## config.mk

```make
export PLATFORM = sky130hd
export DESIGN_NAME = spiHost
export DESIGN_NICKNAME = d
export VERILOG_FILES = /design/src/rtl/spiHostPkg.sv /design/src/rtl/spiFifo.sv /design/src/rtl/spiDatapath.sv /design/src/rtl/spiControl.sv /design/src/rtl/spiHost.sv
export SDC_FILE = /design/constraint.sdc
export NUM_CORES = 1
export LEC_CHECK = 0
export BUFFER_PORTS_ARGS = -buffer_cell sky130_fd_sc_hd__buf_4
export CORE_MARGIN = 2
export CORE_UTILIZATION = 40
export CTS_BUF_LIST = sky130_fd_sc_hd__clkbuf_2 sky130_fd_sc_hd__clkbuf_4 sky130_fd_sc_hd__clkbuf_8
export CTS_CLUSTER_SIZE = 14
export DETAILED_ROUTE_END_ITERATION = 12
export PLACE_DENSITY = 0.55
export SYNTH_ARGS = -nofsm -noshare
export SYNTH_HDL_FRONTEND = slang
export SYNTH_SLANG_ARGS = --single-unit
```

## constraint.sdc

```tcl
create_clock -name clk -period 5.9 [get_ports clk]
set_input_delay 0.885 -clock clk [delete_from_list [all_inputs] [get_ports clk]]
set_output_delay 0.885 -clock clk [all_outputs]
set_load 0.005 [all_outputs]
```

## src/rtl/spiHostPkg.sv

```systemverilog
package spiHostPkg;
  localparam int ADDR_W  = 12;
  localparam int DIV_W   = 11;
  localparam int DIV_MIN = 2;
  localparam int DIV_MAX = 2047;
  localparam logic [3:0] GATE_ON = 4'hD;

  localparam logic [ADDR_W-1:0] OFS_GATE   = 12'h000;
  localparam logic [ADDR_W-1:0] OFS_CTRL   = 12'h004;
  localparam logic [ADDR_W-1:0] OFS_FLAGS  = 12'h008;
  localparam logic [ADDR_W-1:0] OFS_TXPORT = 12'h010;
  localparam logic [ADDR_W-1:0] OFS_RXPORT = 12'h020;
  localparam logic [ADDR_W-1:0] OFS_DIV    = 12'h030;
  localparam logic [ADDR_W-1:0] OFS_RXCNT  = 12'h034;
  localparam logic [ADDR_W-1:0] OFS_TXCNT  = 12'h04C;
  localparam logic [ADDR_W-1:0] OFS_LEVELS = 12'h10C;

  localparam int CB_PIO = 5;
  localparam int CB_IE_RX = 7;
  localparam int CB_IE_TX = 8;
  localparam int CB_RUN = 18;
  localparam int CB_IE_DONE = 21;
  localparam int FB_RX = 0;
  localparam int FB_TX = 1;
  localparam int FB_DONE = 22;

  typedef struct packed {
    logic       txPop;
    logic       rxPush;
    logic [7:0] rxByte;
    logic       flush;
  } ctlStrobe_t;

  typedef struct packed {
    logic             go;
    logic             stop;
    logic             clkOn;
    logic [DIV_W-1:0] div;
    logic [7:0]       txHead;
    logic             txEmpty;
    logic             rxFull;
    logic             txCntZero;
  } dpState_t;
endpackage

```

## src/rtl/spiFifo.sv

```systemverilog
module spiFifo #(
  parameter int DEPTH = 16,
  parameter int WIDTH = 8,
  localparam int PTR_W = $clog2(DEPTH),
  localparam int LVL_W = PTR_W + 1
) (
  input  logic             clk,
  input  logic             rstN,
  input  logic             flush,
  input  logic             push,
  input  logic [WIDTH-1:0] pushData,
  input  logic             pop,
  output logic [WIDTH-1:0] headData,
  output logic [LVL_W-1:0] level,
  output logic             full,
  output logic             empty
);
  logic [WIDTH-1:0] mem [DEPTH];
  logic [PTR_W-1:0] rdPtr, wrPtr;
  logic doPush, doPop;

  assign empty  = (level == '0);
  assign full   = (level == LVL_W'(DEPTH));
  assign doPush = push && !full;
  assign doPop  = pop && !empty;

  function automatic logic [PTR_W-1:0] nextPtr(logic [PTR_W-1:0] p);
    return (p == PTR_W'(DEPTH - 1)) ? '0 : p + 1'b1;
  endfunction

  always_ff @(posedge clk or negedge rstN) begin
    if (!rstN) begin
      rdPtr <= '0;
      wrPtr <= '0;
      level <= '0;
    end else if (flush) begin
      rdPtr <= '0;
      wrPtr <= '0;
      level <= '0;
    end else begin
      if (doPush) wrPtr <= nextPtr(wrPtr);
      if (doPop)  rdPtr <= nextPtr(rdPtr);
      level <= level + LVL_W'(doPush) - LVL_W'(doPop);
    end
  end

  always_ff @(posedge clk) begin
    if (doPush && !flush) mem[wrPtr] <= pushData;
  end

  assign headData = mem[rdPtr];

  AST_LEVEL_BOUND: assert property (@(posedge clk) disable iff (!rstN)
    level <= LVL_W'(DEPTH));
  AST_FULL_HOLDS: assert property (@(posedge clk) disable iff (!rstN)
    full && push && !pop && !flush |=> full);
endmodule

```

## src/rtl/spiDatapath.sv

```systemverilog
module spiDatapath import spiHostPkg::*; #(
  parameter int FIFO_DEPTH = 16,
  parameter int CNT_W = 16,
  localparam int LVL_W = $clog2(FIFO_DEPTH) + 1
) (
  input  logic              clk,
  input  logic              rstN,
  input  logic              busWrEn,
  input  logic              busRdEn,
  input  logic [ADDR_W-1:0] busAddr,
  input  logic [31:0]       busWdata,
  output logic [31:0]       busRdata,
  input  ctlStrobe_t        ctl,
  output dpState_t          dp,
  output logic              irq
);
  logic [3:0] gateReg;
  logic cfgPio, cfgIeRx, cfgIeTx, cfgRun, cfgIeDone;
  logic flRx, flTx, flDone;
  logic [DIV_W-1:0] divReg;
  logic [CNT_W-1:0] txCnt, rxCnt;
  logic [7:0] txHead, rxHead;
  logic [LVL_W-1:0] txLvl, rxLvl;
  logic txFull, txEmpty, rxFull, rxEmpty;
  logic wrGate, wrCtrl, wrFlags, wrTx, wrDiv, wrRxCnt, wrTxCnt, rdRx;
  logic txPushOk, setRx, setTx, setDone;

  always_comb begin
    wrGate  = busWrEn && busAddr == OFS_GATE;
    wrCtrl  = busWrEn && busAddr == OFS_CTRL;
    wrFlags = busWrEn && busAddr == OFS_FLAGS;
    wrTx    = busWrEn && busAddr == OFS_TXPORT;
    wrDiv   = busWrEn && busAddr == OFS_DIV;
    wrRxCnt = busWrEn && busAddr == OFS_RXCNT;
    wrTxCnt = busWrEn && busAddr == OFS_TXCNT;
    rdRx    = busRdEn && busAddr == OFS_RXPORT;
  end

  assign txPushOk = wrTx && !txFull;
  assign setRx    = ctl.rxPush;
  assign setTx    = ctl.txPop && txLvl == LVL_W'(1) && !txPushOk;
  assign setDone  = ctl.rxPush && rxCnt == CNT_W'(1) && txCnt == '0;

  function automatic logic [DIV_W-1:0] clampDiv(logic [31:0] v);
    if (v < 32'(DIV_MIN)) return DIV_W'(DIV_MIN);
    else if (v > 32'(DIV_MAX)) return DIV_W'(DIV_MAX);
    else return v[DIV_W-1:0];
  endfunction

  always_ff @(posedge clk or negedge rstN) begin
    if (!rstN) begin
      gateReg <= '0;
      {cfgPio, cfgIeRx, cfgIeTx, cfgRun, cfgIeDone} <= '0;
      {flRx, flTx, flDone} <= '0;
      divReg <= DIV_W'(DIV_MIN);
      txCnt <= '0;
      rxCnt <= '0;
    end else begin
      if (wrGate) gateReg <= busWdata[3:0];
      if (wrCtrl) begin
        cfgPio    <= busWdata[CB_PIO];
        cfgIeRx   <= busWdata[CB_IE_RX];
        cfgIeTx   <= busWdata[CB_IE_TX];
        cfgRun    <= busWdata[CB_RUN];
        cfgIeDone <= busWdata[CB_IE_DONE];
      end
      if (wrDiv) divReg <= clampDiv(busWdata);
      flRx   <= setRx   | (flRx   & ~(wrFlags & busWdata[FB_RX]));
      flTx   <= setTx   | (flTx   & ~(wrFlags & busWdata[FB_TX]));
      flDone <= setDone | (flDone & ~(wrFlags & busWdata[FB_DONE]));
      if (wrTxCnt) txCnt <= busWdata[CNT_W-1:0];
      else if (ctl.txPop && txCnt != '0) txCnt <= txCnt - 1'b1;
      if (wrRxCnt) rxCnt <= busWdata[CNT_W-1:0];
      else if (ctl.rxPush && rxCnt != '0) rxCnt <= rxCnt - 1'b1;
    end
  end

  spiFifo #(.DEPTH(FIFO_DEPTH), .WIDTH(8)) txFifo (
    .clk, .rstN, .flush(ctl.flush), .push(wrTx), .pushData(busWdata[7:0]),
    .pop(ctl.txPop), .headData(txHead), .level(txLvl), .full(txFull), .empty(txEmpty));

  spiFifo #(.DEPTH(FIFO_DEPTH), .WIDTH(8)) rxFifo (
    .clk, .rstN, .flush(ctl.flush), .push(ctl.rxPush), .pushData(ctl.rxByte),
    .pop(rdRx), .headData(rxHead), .level(rxLvl), .full(rxFull), .empty(rxEmpty));

  always_comb begin
    busRdata = '0;
    case (busAddr)
      OFS_GATE:   busRdata[3:0] = gateReg;
      OFS_CTRL: begin
        busRdata[CB_PIO]     = cfgPio;
        busRdata[CB_IE_RX]   = cfgIeRx;
        busRdata[CB_IE_TX]   = cfgIeTx;
        busRdata[CB_RUN]     = cfgRun;
        busRdata[CB_IE_DONE] = cfgIeDone;
      end
      OFS_FLAGS: begin
        busRdata[FB_RX]   = flRx;
        busRdata[FB_TX]   = flTx;
        busRdata[FB_DONE] = flDone;
      end
      OFS_RXPORT: busRdata[7:0] = rxEmpty ? 8'h00 : rxHead;
      OFS_DIV:    busRdata = 32'(divReg);
      OFS_RXCNT:  busRdata = 32'(rxCnt);
      OFS_TXCNT:  busRdata = 32'(txCnt);
      OFS_LEVELS: busRdata = {8'(rxLvl), 8'h00, 8'(txLvl), 8'h00};
      default:    busRdata = '0;
    endcase
  end

  always_comb begin
    dp.go        = cfgRun && cfgPio;
    dp.stop      = cfgRun && !cfgPio;
    dp.clkOn     = (gateReg == GATE_ON);
    dp.div       = divReg;
    dp.txHead    = txHead;
    dp.txEmpty   = txEmpty;
    dp.rxFull    = rxFull;
    dp.txCntZero = (txCnt == '0);
  end

  assign irq = (flRx & cfgIeRx) | (flTx & cfgIeTx) | (flDone & cfgIeDone);

  AST_POP_NEEDS_DATA: assert property (@(posedge clk) disable iff (!rstN)
    ctl.txPop |-> !txEmpty && txCnt != '0);
  AST_PUSH_HAS_ROOM: assert property (@(posedge clk) disable iff (!rstN)
    ctl.rxPush |-> !rxFull);
  AST_DIV_RANGE: assert property (@(posedge clk) disable iff (!rstN)
    divReg >= DIV_W'(DIV_MIN) && divReg <= DIV_W'(DIV_MAX));
  AST_IRQ_HAS_SOURCE: assert property (@(posedge clk) disable iff (!rstN)
    irq |-> (flRx | flTx | flDone));
  AST_NO_START_WHEN_STOPPED: assert property (@(posedge clk) disable iff (!rstN)
    (cfgRun && !cfgPio) |-> !ctl.txPop);
  AST_NO_START_GATED: assert property (@(posedge clk) disable iff (!rstN)
    (gateReg != GATE_ON) |-> !ctl.txPop);
endmodule

```

## src/rtl/spiControl.sv

```systemverilog
module spiControl import spiHostPkg::*; (
  input  logic       clk,
  input  logic       rstN,
  input  dpState_t   dp,
  output ctlStrobe_t ctl,
  output logic       sck,
  output logic       mosi,
  input  logic       miso
);
  typedef enum logic [1:0] {PH_IDLE, PH_LOW, PH_HIGH} phase_t;
  phase_t phase;
  logic [DIV_W-1:0] halfCnt, loHalf, hiHalf;
  logic [2:0] bitIdx;
  logic [7:0] txSh, rxSh;
  logic start, lastBit;

  assign loHalf  = dp.div >> 1;
  assign hiHalf  = dp.div - loHalf;
  assign start   = phase == PH_IDLE && dp.clkOn && dp.go && !dp.txCntZero
                   && !dp.txEmpty && !dp.rxFull;
  assign lastBit = phase == PH_HIGH && dp.clkOn && halfCnt == '0 && bitIdx == 3'd7;

  always_comb begin
    ctl.txPop  = start;
    ctl.rxPush = lastBit;
    ctl.rxByte = rxSh;
    ctl.flush  = phase == PH_IDLE && dp.stop;
  end

  always_ff @(posedge clk or negedge rstN) begin
    if (!rstN) begin
      phase   <= PH_IDLE;
      halfCnt <= '0;
      bitIdx  <= '0;
      txSh    <= '0;
      rxSh    <= '0;
    end else begin
      case (phase)
        PH_IDLE: if (start) begin
          txSh    <= dp.txHead;
          bitIdx  <= '0;
          halfCnt <= loHalf - 1'b1;
          phase   <= PH_LOW;
        end
        PH_LOW: if (dp.clkOn) begin
          if (halfCnt == '0) begin
            rxSh    <= {miso, rxSh[7:1]};
            halfCnt <= hiHalf - 1'b1;
            phase   <= PH_HIGH;
          end else halfCnt <= halfCnt - 1'b1;
        end
        PH_HIGH: if (dp.clkOn) begin
          if (halfCnt != '0) halfCnt <= halfCnt - 1'b1;
          else if (bitIdx == 3'd7) phase <= PH_IDLE;
          else begin
            bitIdx  <= bitIdx + 1'b1;
            txSh    <= txSh >> 1;
            halfCnt <= loHalf - 1'b1;
            phase   <= PH_LOW;
          end
        end
        default: phase <= PH_IDLE;
      endcase
    end
  end

  assign sck  = (phase == PH_HIGH);
  assign mosi = txSh[0];

  AST_MOSI_STABLE_HIGH: assert property (@(posedge clk) disable iff (!rstN)
    sck |=> (sck ? $stable(mosi) : 1'b1));
  AST_GATED_FREEZE: assert property (@(posedge clk) disable iff (!rstN)
    (!dp.clkOn && phase != PH_IDLE) |=> $stable(sck));
endmodule

```

## src/rtl/spiHost.sv

```systemverilog
module spiHost import spiHostPkg::*; #(
  parameter int FIFO_DEPTH = 16,
  parameter int CNT_W = 16
) (
  input  logic        clk,
  input  logic        rstN,
  input  logic        busWrEn,
  input  logic        busRdEn,
  input  logic [11:0] busAddr,
  input  logic [31:0] busWdata,
  output logic [31:0] busRdata,
  output logic        sck,
  output logic        mosi,
  input  logic        miso,
  output logic        irq
);
  ctlStrobe_t ctl;
  dpState_t   dp;

  spiDatapath #(.FIFO_DEPTH(FIFO_DEPTH), .CNT_W(CNT_W)) uDatapath (
    .clk, .rstN, .busWrEn, .busRdEn, .busAddr, .busWdata, .busRdata,
    .ctl, .dp, .irq);

  spiControl uControl (
    .clk, .rstN, .dp, .ctl, .sck, .mosi, .miso);
endmodule

```

==> metrics <==
status=completed; CTS hold repair buffers=0; Rows=76; Cell Int Power=4.20 mW; Core ar.=about 0.043 mm²; Syn Inst Count=around 1300; yosys warns=0; PD cells=approximately 270 mW/mm²; RSZ-0062 raised after global routing=no; CTS Buf Count=61; Top FF cell, synth=edfxtp_1; maximum vdd drop=about 0.17 mV; Worst-Skew Late Latency=0.68 ns; vias in the first global route=between 10000 and 15000; clk_skew=0.0370 ns; post-synth top area cell=edfxtp_1; Clock Sinks=369; slew margin rel.=18.5%; routed via count=11000; Initial Util=40.7%; Gates resized, CTS repair=0; worst-case clock buffer depth=3; Yosys cell types=77; Crit Path Max Fanout=26; die area=0.0457 mm²; Reg area=0.0105 mm²; Setup Buffers After CTS=0; Worst Setup Start Kind=flip-flop; drt pass-1 iters=6; maxcap violations=0; fin util=46.2%; Slowest-stage cell, CP=dfrtp_2; final wirelength=43400 µm; reg2reg path depth=16; synthesized area=0.0176 mm²; sw frac=approximately 22%; top cell type's share of synthesized area=43.7%; EDFF count, synth=256; count leader, synth=edfxtp_1; detailed-route DRC error count=0; logic gate share of total power=4.2%; critical path endpoint category=output pin; WS Path Type=reg -> out; CTS H-Tree Depth=2; Flop pwr share=52.1%; Tmin final=between 4 and 5 ns; IO Port Bufs=between 70 and 80; Synth top cells by count=edfxtp_1, dfrtp_1, nor2_1; final hold vios=0; share of layout cells above drive strength 1=21.3%; Period Utilization, post-route=73.2%; Seq/Total Area, Yosys=59.7%; worst path cell trace=buf_4, mux4_2, mux4_2, nand2_1, nand3_1, buf_4; routed len/inst=~22 µm; GPL Wtd Cong=0.906; clock network power share=43.6%; worst-margin pin slew=between 1 and 1.5 ns; CTS clk-pin slew, worst paths=0.06 ns; multi-input logic area=0.00657 mm²; GRT overflow=0; Max Clk Rate=232 MHz; Die H=roughly 210 µm; largest net degree at the start of global routing=55; max-slew violations=0; flops & latches, synth=369; Nets=approximately 1500; n_diodes=0; first-pass GRT wire length=66400 µm; initial antenna violation count=1; DIE WIDTH=214 µm; Detail Route Antenna Nets=0; crit path DAT=3.43 ns; CTS tree=yes; async set-reset flop share out of synthesis=30.6%; crit-path max cell delay=0.92 ns; post-DR vias/cell=5.49; hold crit path type=in -> async; setup tns final=0 ns; I/O pin count=84; critical path required time=5.02 ns; post-DP HPWL=around 30000 µm; initial DRC count=1162; synth top area cells=edfxtp_1, dfrtp_1, mux4_2; root buf cell=clkbuf_8; GR Util All Layers=19.4%; Sw Pwr=about 1.2 mW; Leak=around 6.9 nW; FILL cells=3926; endpoints failing setup=0; Area growth syn-to-layout=13.6%; Syn Area/Cell=~14 µm²
[routing by layer]
| layer | GRT usage, % | up-vias | part of all wire [%] |
|---|---|---|---|
| met5 | 0 | - | 0.028 |
| met4 | 7.78 | 2 | 3.4 |
| met3 | 3.50 | 97 | 6.5 |
| met2 | 29.3 | 336 | 45 |
| met1 | 27.8 | 5534 | 45 |
| li1 | - | 5080 | - |
[layout by cell type, fill, tap and decap left out, types with 5 or more instances in the layout]
cell type	n
o21ai_0	43
nand3_1	19
dfrtp_1	110
nand4b_1	6
and4b_1	5
clkinv_1	8
nor2b_1	11
buf_4	86
xnor2_1	33
a31oi_1	16
or4_1	9
clkbuf_4	28
and2_1	27
a222oi_1	14
and3_1	19
nand2_1	81
or3_1	15
clkbuf_8	67
ha_1	54
a21o_1	5
edfxtp_1	256
mux2_2	13
nand2b_1	9
inv_1	66
o22ai_1	5
mux4_2	80
conb_1	8
mux2i_1	15
xor2_1	22
nor2_1	86
o211ai_1	6
clkinv_2	5
nor4_1	21
nor3_1	17
a21oi_1	62
nand4_1	17
[cell type report]
type                       instances  share of cell area [%]
tap                              585                    3.66
clock buffer                      95                    5.66
multi-input combinational        792                    32.8
inverter                          66                    1.24
timing repair buffer              86                    3.23
sequential                       369                    52.6
clock inverter                    18                   0.782
[power by group through the flow]
stage	Sequential, mW	Clock, mW	Combinational, mW
detailed placement	2.86	0	0.230
CTS	2.81	2.43	0.232
global route	2.81	2.53	0.261
finish	2.81	2.36	0.228
global placement	2.86	0	0.227
floorplan	2.85	0	0.137
[cell families (layout without fill, tap and decap cells)]
family,after synthesis,count (layout),synth area share (%)
AOI/OAI and AO/OA,193,193,6.99
adders and majority gates,57,57,4.18
and+or+nand+nor,371,371,11.2
DFF,369,369,59.7
buffers and inverters,134,265,3.18
muxes,108,108,11.9
xor gates and xnor gates,55,55,2.74
other,1,8,0.0213
[critical path, delay by kind of cell (launching register included)]
| kind | cells | cell delay (ns) |
|---|---|---|
| buffers and inverters | 2 | 0.58 |
| DFF | 1 | 0.92 |
| muxes | 2 | 1.00 |
| and+or+nand+nor | 2 | 0.26 |
[sequential cells by signal, summed over array words and instances (netlist names), 5 cells and up]
name / count
uDatapath.txFifo.level: 5
uDatapath.txCnt: 16
uDatapath.divReg: 11
uDatapath.txFifo.mem: 128
uDatapath.rxCnt: 16
uControl.rxSh: 8
uDatapath.rxFifo.level: 5
uControl.txSh: 8
uDatapath.rxFifo.mem: 128
uControl.halfCnt: 11
[final timing paths]
| path | start | to | slack [ns] |
|---|---|---|---|
| setup / recovery | uDatapath.rxFifo.rdPtr[0] | busRdata[1] | 1.58 |
| hold / removal | rstN | uDatapath.txCnt[11] | 0.09 |
| hold reg to reg | uControl.txSh[2] | uControl.txSh[2] | 0.48 |
| max in group asynchronous | rstN | uDatapath.rxFifo.rdPtr[0] | 4.73 |
| setup reg to reg | uDatapath.rxFifo.level[2] | uDatapath.txFifo.level[4] | 1.86 |
| min in group clk | busWdata[21] | uDatapath.cfgIeDone | 0.45 |
[stage by stage]
stage | hold WS [ns] | setup slack, ns | cell area (µm²) | std cells | total power, mW
final | 0.0854 | 1.58 | 20000 | 2011 | 5.40
after global routing | 0.0499 | 1.33 | 20000 | 2011 | 5.61
after CTS | 0.0329 | 1.44 | 20000 | 2011 | 5.48
after detailed placement | 0.475 | 1.38 | 18700 | 1898 | 3.10
after global placement | 0.462 | 1.46 | 18700 | 1898 | 3.09
after floorplan | 0.450 | 1.80 | 17600 | 1295 | 2.99
No activity file was read; power rests on OpenSTA's default activity.
